### config.mk
export PLATFORM = sky130hd
export DESIGN_NAME = spif_frontend
export DESIGN_NICKNAME = d
export VERILOG_FILES = /design/src/rtl/spif_pkg.sv /design/src/rtl/spif_sync.sv /design/src/rtl/spif_hold.sv /design/src/rtl/spif_outsel.sv /design/src/rtl/spif_frontend.sv
export SDC_FILE = /design/constraint.sdc
export NUM_CORES = 1
export LEC_CHECK = 0
export ABC_CLOCK_PERIOD_IN_PS = 6300
export BUFFER_PORTS_ARGS = -buffer_cell sky130_fd_sc_hd__buf_2
export CORE_ASPECT_RATIO = 0.7
export CORE_MARGIN = 8
export CORE_UTILIZATION = 25
export DETAILED_ROUTE_END_ITERATION = 8
export SLEW_MARGIN = 25
export SYNTH_ARGS = -nofsm -noshare
export SYNTH_HDL_FRONTEND = slang
export SYNTH_HIERARCHICAL = 1
export SYNTH_SLANG_ARGS = --single-unit
### constraint.sdc
create_clock -name clk -period 6.3 [get_ports clk]
set_input_delay 0.63 -clock clk [delete_from_list [all_inputs] [get_ports clk]]
set_output_delay 0.63 -clock clk [all_outputs]
set_load 0.005 [all_outputs]
### src/rtl/spif_pkg.sv
package spif_pkg;
  localparam logic [7:0] C_READ  = 8'h03;
  localparam logic [7:0] C_FREAD = 8'h0B;
  localparam logic [7:0] C_SECT  = 8'h20;
  localparam logic [7:0] C_BLK   = 8'hD8;
  localparam logic [7:0] C_CHIPA = 8'h60;
  localparam logic [7:0] C_CHIPB = 8'hC7;
  localparam logic [7:0] C_PROG  = 8'h02;
  localparam logic [7:0] C_AAI   = 8'hAD;
  localparam logic [7:0] C_RDST  = 8'h05;
  localparam logic [7:0] C_EWST  = 8'h50;
  localparam logic [7:0] C_WRST  = 8'h01;
  localparam logic [7:0] C_WEN   = 8'h06;
  localparam logic [7:0] C_WDIS  = 8'h04;
  localparam logic [7:0] C_SIG   = 8'hAB;
  localparam logic [7:0] C_JID   = 8'h9F;
  localparam logic [7:0] C_RID   = 8'h90;
  localparam logic [7:0] C_EBSY  = 8'h70;
  localparam logic [7:0] C_DBSY  = 8'h80;

  typedef enum logic [2:0] {
    PH_OPC, PH_ADDR, PH_DUMMY, PH_DIN, PH_OUT, PH_DONE, PH_IGN
  } phase_e;

  typedef enum logic [1:0] {SRC_MEM, SRC_STAT, SRC_JID, SRC_RID} src_e;

  typedef enum logic [3:0] {
    OP_NONE = 4'd0, OP_WEN = 4'd1, OP_WDIS = 4'd2, OP_EWST = 4'd3,
    OP_WRST = 4'd4, OP_PROG = 4'd5, OP_AAI = 4'd6, OP_SECT = 4'd7,
    OP_BLK = 4'd8, OP_CHIP = 4'd9, OP_EBSY = 4'd10, OP_DBSY = 4'd11
  } op_e;
endpackage

### src/rtl/spif_sync.sv
module spif_sync #(
  parameter int W = 1,
  parameter logic [W-1:0] RST_VAL = '0
) (
  input  logic         clk,
  input  logic         rst_n,
  input  logic [W-1:0] d,
  output logic [W-1:0] q
);
  logic [W-1:0] meta_q;

  always_ff @(posedge clk or negedge rst_n) begin
    if (!rst_n) begin
      meta_q <= RST_VAL;
      q      <= RST_VAL;
    end else begin
      meta_q <= d;
      q      <= meta_q;
    end
  end
endmodule

### src/rtl/spif_hold.sv
module spif_hold (
  input  logic clk,
  input  logic rst_n,
  input  logic cs_n_s,
  input  logic sck_s,
  input  logic hold_n_s,
  output logic paused,
  output logic hold_q
);
  // The pause state may only change while SCK is low; CS high clears it.
  always_comb begin
    if (cs_n_s)      paused = 1'b0;
    else if (!sck_s) paused = ~hold_n_s;
    else             paused = hold_q;
  end

  always_ff @(posedge clk or negedge rst_n) begin
    if (!rst_n) hold_q <= 1'b0;
    else        hold_q <= paused;
  end
endmodule

### src/rtl/spif_outsel.sv
module spif_outsel
  import spif_pkg::*;
(
  input  src_e       src,
  input  logic [7:0] mem_rdata,
  input  logic [7:0] status,
  input  logic       rid_odd,
  input  logic [1:0] jidx,
  output logic [7:0] obyte
);
  logic [7:0] jbyte;

  always_comb begin
    case (jidx)
      2'd0:    jbyte = 8'h8C;
      2'd1:    jbyte = 8'h20;
      2'd2:    jbyte = 8'h13;
      default: jbyte = 8'h00;
    endcase
    case (src)
      SRC_MEM:  obyte = mem_rdata;
      SRC_STAT: obyte = status;
      SRC_JID:  obyte = jbyte;
      default:  obyte = rid_odd ? 8'h12 : 8'h8C;
    endcase
  end
endmodule

### src/rtl/spif_frontend.sv
module spif_frontend
  import spif_pkg::*;
#(
  parameter int ADDR_W = 19
) (
  input  logic              clk,
  input  logic              rst_n,
  input  logic              spi_sck,
  input  logic              spi_cs_n,
  input  logic              spi_si,
  input  logic              spi_hold_n,
  output logic              so_out,
  output logic              so_oe,
  output logic [ADDR_W-1:0] mem_addr,
  output logic              mem_rd,
  input  logic [7:0]        mem_rdata,
  input  logic [7:0]        status_in,
  output logic              cmd_valid,
  output logic [3:0]        cmd_op,
  output logic [23:0]       cmd_addr,
  output logic [15:0]       cmd_data
);
  localparam int AB = 3;

  logic cs_n_s, sck_s, hold_n_s, si_s;
  logic paused, hold_q;

  spif_sync #(.W(4), .RST_VAL(4'b1010)) u_sync (
    .clk(clk), .rst_n(rst_n),
    .d({spi_cs_n, spi_sck, spi_hold_n, spi_si}),
    .q({cs_n_s, sck_s, hold_n_s, si_s})
  );

  spif_hold u_hold (
    .clk(clk), .rst_n(rst_n), .cs_n_s(cs_n_s), .sck_s(sck_s),
    .hold_n_s(hold_n_s), .paused(paused), .hold_q(hold_q)
  );

  phase_e phase_q, phase_d;
  src_e   src_q, src_d;
  op_e    pend_q, pend_d, cop_q, cop_d;
  logic [2:0]        bit_q, bit_d, ocnt_q, ocnt_d;
  logic [1:0]        byte_q, byte_d, jidx_q, jidx_d;
  logic [7:0]        sh_q, sh_d, opc_q, opc_d, osh_q, osh_d;
  logic [23:0]       addr_q, addr_d, caddr_q, caddr_d;
  logic [15:0]       data_q, data_d, cdata_q, cdata_d;
  logic [ADDR_W-1:0] ptr_q, ptr_d;
  logic              so_q, so_d, cv_q, cv_d, sck_q, cs_q;

  logic        rise, fall, cs_rise;
  logic [7:0]  inbyte, obyte;
  logic [23:0] addr_nx;

  assign rise    = sck_s & ~sck_q & ~cs_n_s & ~paused;
  assign fall    = ~sck_s & sck_q & ~cs_n_s & ~paused;
  assign cs_rise = cs_n_s & ~cs_q;
  assign inbyte  = {sh_q[6:0], si_s};
  assign addr_nx = {addr_q[15:0], inbyte};

  spif_outsel u_outsel (
    .src(src_q), .mem_rdata(mem_rdata), .status(status_in),
    .rid_odd(ptr_q[0]), .jidx(jidx_q), .obyte(obyte)
  );

  always_comb begin
    phase_d = phase_q; src_d = src_q; pend_d = pend_q;
    bit_d = bit_q; byte_d = byte_q; sh_d = sh_q; opc_d = opc_q;
    addr_d = addr_q; data_d = data_q; ptr_d = ptr_q;
    ocnt_d = ocnt_q; osh_d = osh_q; so_d = so_q; jidx_d = jidx_q;
    cv_d = 1'b0; cop_d = cop_q; caddr_d = caddr_q; cdata_d = cdata_q;
    if (cs_n_s) begin
      if (cs_rise && phase_q == PH_DONE) begin
        cv_d = 1'b1; cop_d = pend_q; caddr_d = addr_q; cdata_d = data_q;
      end
      phase_d = PH_OPC; pend_d = OP_NONE; bit_d = '0; byte_d = '0;
      ocnt_d = '0; so_d = 1'b0; data_d = '0; jidx_d = '0;
    end else begin
      if (rise) begin
        sh_d  = inbyte;
        bit_d = bit_q + 3'd1;
        if (phase_q == PH_DONE) begin
          phase_d = PH_IGN;
        end else if (bit_q == 3'd7) begin
          case (phase_q)
            PH_OPC: begin
              opc_d = inbyte; byte_d = '0;
              case (inbyte)
                C_READ, C_FREAD, C_SECT, C_BLK, C_PROG, C_AAI, C_RID:
                  phase_d = PH_ADDR;
                C_SIG:   phase_d = status_in[0] ? PH_IGN : PH_ADDR;
                C_CHIPA, C_CHIPB: begin pend_d = OP_CHIP; phase_d = PH_DONE; end
                C_WEN:   begin pend_d = OP_WEN;  phase_d = PH_DONE; end
                C_WDIS:  begin pend_d = OP_WDIS; phase_d = PH_DONE; end
                C_EWST:  begin pend_d = OP_EWST; phase_d = PH_DONE; end
                C_EBSY:  begin pend_d = OP_EBSY; phase_d = PH_DONE; end
                C_DBSY:  begin pend_d = OP_DBSY; phase_d = PH_DONE; end
                C_WRST:  begin pend_d = OP_WRST; phase_d = PH_DIN;  end
                C_RDST:  begin src_d = SRC_STAT; phase_d = PH_OUT;  end
                C_JID:   begin src_d = SRC_JID;  phase_d = PH_OUT;  end
                default: phase_d = PH_IGN;
              endcase
            end
            PH_ADDR: begin
              addr_d = addr_nx;
              byte_d = byte_q + 2'd1;
              if (byte_q == 2'(AB - 1)) begin
                ptr_d  = addr_nx[ADDR_W-1:0];
                byte_d = '0;
                case (opc_q)
                  C_READ:  begin src_d = SRC_MEM; phase_d = PH_OUT; end
                  C_FREAD: phase_d = PH_DUMMY;
                  C_SECT:  begin pend_d = OP_SECT; phase_d = PH_DONE; end
                  C_BLK:   begin pend_d = OP_BLK;  phase_d = PH_DONE; end
                  C_PROG:  begin pend_d = OP_PROG; phase_d = PH_DIN;  end
                  C_AAI:   begin pend_d = OP_AAI;  phase_d = PH_DIN;  end
                  default: begin src_d = SRC_RID; phase_d = PH_OUT; end
                endcase
              end
            end
            PH_DUMMY: begin src_d = SRC_MEM; phase_d = PH_OUT; end
            PH_DIN: begin
              data_d = {data_q[7:0], inbyte};
              byte_d = byte_q + 2'd1;
              if (pend_q != OP_AAI || byte_q == 2'd1) phase_d = PH_DONE;
            end
            default: ;
          endcase
        end
      end
      if (fall && phase_q == PH_OUT) begin
        ocnt_d = ocnt_q + 3'd1;
        if (ocnt_q == 3'd0) begin
          so_d  = obyte[7];
          osh_d = {obyte[6:0], 1'b0};
          case (src_q)
            SRC_MEM: ptr_d = ptr_q + 1'b1;
            SRC_RID: ptr_d = {ptr_q[ADDR_W-1:1], ~ptr_q[0]};
            SRC_JID: if (jidx_q != 2'd3) jidx_d = jidx_q + 2'd1;
            default: ;
          endcase
        end else begin
          so_d  = osh_q[7];
          osh_d = {osh_q[6:0], 1'b0};
        end
      end
    end
  end

  always_ff @(posedge clk or negedge rst_n) begin
    if (!rst_n) begin
      phase_q <= PH_OPC; src_q <= SRC_MEM; pend_q <= OP_NONE; cop_q <= OP_NONE;
      bit_q <= '0; byte_q <= '0; sh_q <= '0; opc_q <= '0;
      addr_q <= '0; data_q <= '0; ptr_q <= '0; ocnt_q <= '0; osh_q <= '0;
      so_q <= 1'b0; jidx_q <= '0; cv_q <= 1'b0; caddr_q <= '0; cdata_q <= '0;
      sck_q <= 1'b0; cs_q <= 1'b1;
    end else begin
      phase_q <= phase_d; src_q <= src_d; pend_q <= pend_d; cop_q <= cop_d;
      bit_q <= bit_d; byte_q <= byte_d; sh_q <= sh_d; opc_q <= opc_d;
      addr_q <= addr_d; data_q <= data_d; ptr_q <= ptr_d; ocnt_q <= ocnt_d;
      osh_q <= osh_d; so_q <= so_d; jidx_q <= jidx_d; cv_q <= cv_d;
      caddr_q <= caddr_d; cdata_q <= cdata_d; sck_q <= sck_s; cs_q <= cs_n_s;
    end
  end

  assign so_out    = so_q;
  assign so_oe     = ~cs_n_s & ~paused & (phase_q == PH_OUT);
  assign mem_addr  = ptr_q;
  assign mem_rd    = ~cs_n_s & (phase_q == PH_OUT) & (src_q == SRC_MEM);
  assign cmd_valid = cv_q;
  assign cmd_op    = cop_q;
  assign cmd_addr  = caddr_q;
  assign cmd_data  = cdata_q;
endmodule

==> flow_summary.toml, run 1 <==
[status]
status = "complete, no violations"

[worst_setup_path]
startpoint_type = "flip-flop"
cp_data_required_time_ps = 6670
crit_start = "u_sync/q[3]"
endpoint_kind = "flip-flop"
crit_type = "reg2reg"
regToRegSetupSlack_ps = 2320
arrival_ps = 4350
timing.rr.start = "u_sync/q[3]"
path_max_fanout = 46

[synth]
synth.distinct_cells = 75
async_flop_share_pct = 100.0
yosysSeqAreaShare_pct = 50.13
synth_edf_count = 0
syn_avg_cell_area_um2 = 10.77
syn_nets = 763
yosys_most_used_dff = "dfrtp_1"
netlist_area_um2 = 7850
synth_top_area_cell = "dfrtp_1"
ys_ff_latch = 157
synthCells = 729
synth_top_area_share_pct = 48.45
synth_area_leaders = "dfrtp_1 (48%), mux2_2 (10%), nand2_1 (4.2%)"
ys_warn_count = 6

[grt]
antenna_found_initial = 0
grt_pass1_vias = 5725
grt_pass1_wl_um = 33000
grt-ovfl-total = 0
grt_max_degree = 97
track_usage_pct = 11.01

[placed_design]
gp_congestion = 0.8603
place_area_um2 = 8625
dp.final_hpwl_um = 14400
io_buffers = 88
placed_cells = 1191
dp_slack_ps = 2341

[cts]
cts_max_level = 4
cts_setup_buffers = 0
clock_latency_ps = 430
clk_pin_slew_worst_paths_ps = 70
cts-buffers-inserted = 17
holdBufCountCts = 0
cts_tree = "done"
cts_buffer_depth = 2
clock-sinks = 157
cts_resized = 0
clockRootBuffer = "clkbuf_16"

[finish]
diodes = 0
nNetsFinal = 824
nFillCells = 3203
area_growth_pct = 17.09
fin_area_um2 = 9191
drive_gt1_share_pct = 28.30
final_cells = 1222

[timing]
rsz0062_at_grt = "false"
period_share_pct = 63.19
max_freq_mhz = 251.2
setup_violations = 0
relSlewSlack_pct = 36.50
final-hold-violation-count = 0
finalWorstSetupSlack_ps = 2319
worstMarginPinSlew_ps = 952.5
setup_tns_ps = 0
maxSlewViolCount = 0
layout_min_cycle_time_ps = 3981
skew_ps = 12.30

[pwr]
p_int_mw = 1.662
p_leak_nw = 4.125
clockPowerShare_pct = 44.3
peakVddDrop_mv = 0.1456
p_comb_share_pct = 7.1
power_mw = 2.263
p_seq_share_pct = 48.6
p_sw_share_pct = 26.55
p_per_area_nw_per_um2 = 246.2
p_sw_uw = 600.9

[floorplan]
die_w_um = 227.8
io-pin-count = 89
initial_utilization_pct = 25.31
dieArea_um2 = 37420
core_area_um2 = 31010
fp.dieH_um = 164.3
row_count = 54

[worst_hold_path]
hold_path_class = "in2async"

[detailed_routing]
dr.first_iter.drc_count = 452
viasPerCell = 4.743
dr_total_vias = 5796
wl_per_cell_um = 16.85
route.detailed.drc = 0
wl_um = 20590
firstDrtPassIters = 5
ant_nets = 0

[flow_run]
maxCapViolations = 0
[synthesized netlist by cell type (3+ instances only)]
master	number
o21ai_0	63
o31ai_1	6
nand2b_1	25
or3_1	7
nor2_2	3
and4b_1	3
o211ai_1	9
a211oi_1	3
or4_1	3
nand3b_1	7
mux4_2	5
and3_1	5
nor4_1	6
a22o_1	4
dfrtp_1	152
nor3_2	3
nor2b_1	9
mux2_2	73
nor4bb_1	4
buf_2	19
a31oi_1	10
o22ai_1	5
nor3_1	11
nand2_1	88
ha_1	12
mux2i_1	13
dfstp_2	5
nor4b_1	4
nor2_1	32
a21oi_1	19
nand3_1	15
xor2_1	6
buf_1	3
nand4_1	4
o2bb2ai_1	3
inv_1	16
nand4b_1	4
clkbuf_1	23
[worst max-delay path, stage by stage (launching register included)]
cell      delay (ps)
dfstp_2         1090
a21oi_2          150
nor2_1           220
and4_1           680
nand4b_1         780
or4_1            730
o21ai_0          100
a22o_1           160
[per-layer routing]
layer	wire length [µm]	global-route usage (%)
met4	95	2.284
met1	10320	15.85
met2	9143	16.26
met5	0	0
met3	1024	3.037
[stage by stage]
stage / utilization (%) / hold WS (ps)
6_report: 29.64 / 286.3
5_1_grt: 29.64 / 277.7
4_1_cts: 29.64 / 274.1
3_5_place_dp: 27.81 / 336.5
3_3_place_gp: 27.81 / 335.8
2_1_floorplan: - / 331.2
[final timing paths]
check | end | cells past startpoint
hold reg to reg | u_sync/q[2] | 0
max in group asynchronous | osh_q[1] | 2
hold / removal | cmd_data[3] | 1
setup / recovery | mem_addr[17] | 7
setup reg to reg | mem_addr[17] | 7
min in group clk | u_sync/meta_q[3] | 1
[cell usage in the layout (no fill, tap or decap), types with 4 or more instances in the layout]
cell type  Yosys  layout
mux4_2         5       5
nor3_1        11      11
ha_1          12      12
or3_1          7       7
and3_1         5       5
nand4_1        4       4
o211ai_1       9       9
o21ai_0       63      63
buf_2         19      87
o31ai_1        6       6
mux2i_1       13      13
o22ai_1        5       5
mux2_2        73      73
nor2_1        32      32
clkbuf_16      0      17
nand4b_1       4       4
a31oi_1       10      10
nand2_1       88      88
nand2b_1      25      25
nor4_1         6       6
nor4bb_1       4       4
inv_1         16      16
a21oi_1       19      19
dfrtp_1      152     152
dfstp_2        5       5
nor2b_1        9       9
xor2_1         6       6
nand3_1       15      15
nand3b_1       7       7
nor4b_1        4       4
a22o_1         4       4
[cell families after synthesis]
family | Yosys count | synth area share (%)
AND/OR/NAND/NOR | 253 | 18.35
flip-flops | 157 | 50.13
AO/OA/AOI/OAI | 144 | 11.60
multiplexers | 91 | 13.56
buffers and inverters | 64 | 3.554
adder cells (fa/ha/maj) | 12 | 1.913
XOR/XNOR | 8 | 0.8926
[sequential cells by signal, summed over array words and instances, names as in the netlist, 4 cells and up]
register       count
addr_q            24
cmd_addr          24
cmd_data          16
cmd_op             4
data_q            16
mem_addr          19
opc_q              8
osh_q              7
pend_q             4
sh_q               7
u_sync/meta_q      4
u_sync/q           4
[area by class of cell]
cell class                      count  area [µm²]  share of cell area, %
Tap cell                          420       525.5                  5.717
Clock buffer                       20       456.7                  4.969
Multi-Input combinational cell    508        3642                  39.63
Timing Repair Buffer               90       461.7                  5.023
Sequential cell                   157        3935                  42.81
Inverter                           16       60.06                 0.6534
Clock inverter                     11       110.1                  1.198
[power groups by stage]
stage                     sequential (mW)  combinational [mW]  clock (mW)
after floorplan                      1.06               0.152           0
after global placement               1.12               0.160           0
after detailed placement             1.12               0.162           0
after CTS                            1.10               0.163        1.03
after global routing                 1.11               0.180        1.07
final                                1.10               0.161        1.00
(Power assumes the default switching activity.)
==> run 2: changes to the inputs <==
Settings changed: ABC_CLOCK_PERIOD_IN_PS 6300 to 3300.
Clock period 6.3 ns to 3.3 ns, I/O delays scaled along.
==> run 2 against run 1 <==
Non-clock buffer count up 20; critical path type unchanged; combinational power up 130%; largest power group unchanged; worst setup slack worse by 1900 ps; via count up 3.8%; total power up 93%; final area up 2.0%; register-to-register slack worse by 1900 ps; routed wire length up 3.9%.
==> flow_summary.toml, run 2 (same netlist as run 1, synthesis figures left out) <==
[grt]
track_usage_pct = 11.47
grt_pass1_vias = 5920
antenna_found_initial = 0
grt_max_degree = 56
grt-ovfl-total = 0
grt_pass1_wl_um = 34250

[worst_setup_path]
arrival_ps = 3220
timing.rr.start = "u_sync/q[1]"
regToRegSetupSlack_ps = 450
r2r_cells = 9
startpoint_type = "flip-flop"
endpoint_kind = "flip-flop"
reg2reg_to = "mem_addr[18]"
crit_type = "reg2reg"
crit_end = "mem_addr[18]"
crit_start = "u_sync/q[1]"
cp_data_required_time_ps = 3670
path_max_fanout = 15

[placed_design]
placed_cells = 1206
dp.final_hpwl_um = 15200
gp_congestion = 0.8547
io_buffers = 88
place_area_um2 = 8762

[cts]
cts_setup_buffers = 0
cts-buffers-inserted = 17
cts_max_level = 4
clockRootBuffer = "clkbuf_16"
clock-sinks = 157
clk_pin_slew_worst_paths_ps = 70
clock_latency_ps = 430
cts_tree = "done"
cts_buffer_depth = 2

[timing]
period_share_pct = 86.28
rsz0062_at_grt = "false"
layout_min_cycle_time_ps = 2847
hold-worst-slack_ps = 348.5
maxSlewViolCount = 0
skew_ps = 7.908
final-hold-violation-count = 0
max_freq_mhz = 351.2
setup_tns_ps = 0
setup_violations = 0
relSlewSlack_pct = 46.82
worstMarginPinSlew_ps = 794.3

[finish]
layout_commonest_cell = "dfrtp_1"
drive_gt1_share_pct = 29.44
area_growth_pct = 19.43
final_cells = 1242
fin_area_um2 = 9375
nNetsFinal = 844
mostFrequentLayoutCells = "dfrtp_1 (152), nand2_1 (88), buf_2 (87), mux2_2 (73), o21ai_0 (63)"
diodes = 0

[detailed_routing]
firstDrtPassIters = 5
wl_um = 21400
dr_total_vias = 6017
viasPerCell = 4.845
dr.first_iter.drc_count = 460
ant_nets = 0
wl_per_cell_um = 17.23
route.detailed.drc = 0

[pwr]
p_leak_nw = 4.229
peakVddDrop_mv = 0.1946
p_per_area_nw_per_um2 = 465.0

[flow_run]
maxCapViolations = 0

[status]
status = "complete, no violations"

[floorplan]
io-pin-count = 89
dieArea_um2 = 37420
initial_utilization_pct = 25.31
fp.dieH_um = 164.3
row_count = 54
core_area_um2 = 31010
die_w_um = 227.8

[worst_hold_path]
hold_path_class = "in2reg"
==> run 2: changes by cell type in the layout (fill, tap and decap cells not counted), sizes merged <==
cell and delta:
buf +15, dlygate4sd3 +5, inv +3, clkbuf -2
clkinvlp -1
==> run 2: report_power, final <==
group	total, mW	switching, mW	internal [mW]
combinational	0.378	0.226	0.152
clock	1.92	0.863	1.06
sequential	2.06	0.104	1.96
total	4.36	1.19	3.17
==> run 2: how the worst min path moves through the flow <==
| stage | startpoint | to | slack (ps) | cells after the start |
|---|---|---|---|---|
| after floorplan | rst_n | addr_q[0] | 30 | 0 |
| after global placement | rst_n | cmd_data[3] | 290 | 1 |
| after detailed placement | rst_n | cmd_data[3] | 290 | 1 |
| after CTS | mem_rdata[0] | osh_q[1] | 330 | 5 |
| after global routing | u_sync/meta_q[1] | u_sync/q[1] | 360 | 0 |
| final | mem_rdata[0] | osh_q[1] | 350 | 5 |
==> run 2: what timing repair did <==
action                                  CTS  global route
endpoints found under the hold margin    44             0
endpoints found under the setup margin    0             0
gates resized for setup                   0             0
hold buffers                              5             0
==> run 2: final cells by class <==
cell class	instances	area, µm²
Fill cell	3183	21640
Sequential cell	157	3935
Multi-Input combinational cell	508	3642
Timing Repair Buffer	110	649.4
Tap cell	420	525.5
Clock buffer	18	429.2
Clock inverter	13	133.9
Inverter	16	60.06
==> run 2: per-layer routing <==
layer	wire length, µm	track usage [%]
met1	10240	15.90
met2	9555	17.13
met3	1396	3.814
met4	201	2.548
met5	0	0
==> run 2: critical path: stages, from the launching register on <==
cell and delay [ps]:
dfstp_2 510, or2_1 110, a21oi_2 100, nor4b_4 690, nand3_1 270, nor2_2 160, buf_4 250, o21ai_1 260
a21oi_1 220, o221a_2 210
==> run 2: per-stage QoR <==
stage	setup WS, ps	power [mW]	utilization, %
final	452.6	4.359	30.23
after global routing	200.5	4.546	30.23
after CTS	500.6	4.413	30.23
after detailed placement	524.6	2.470	28.25
after global placement	561.7	2.465	28.25
after floorplan	1098	2.309	-
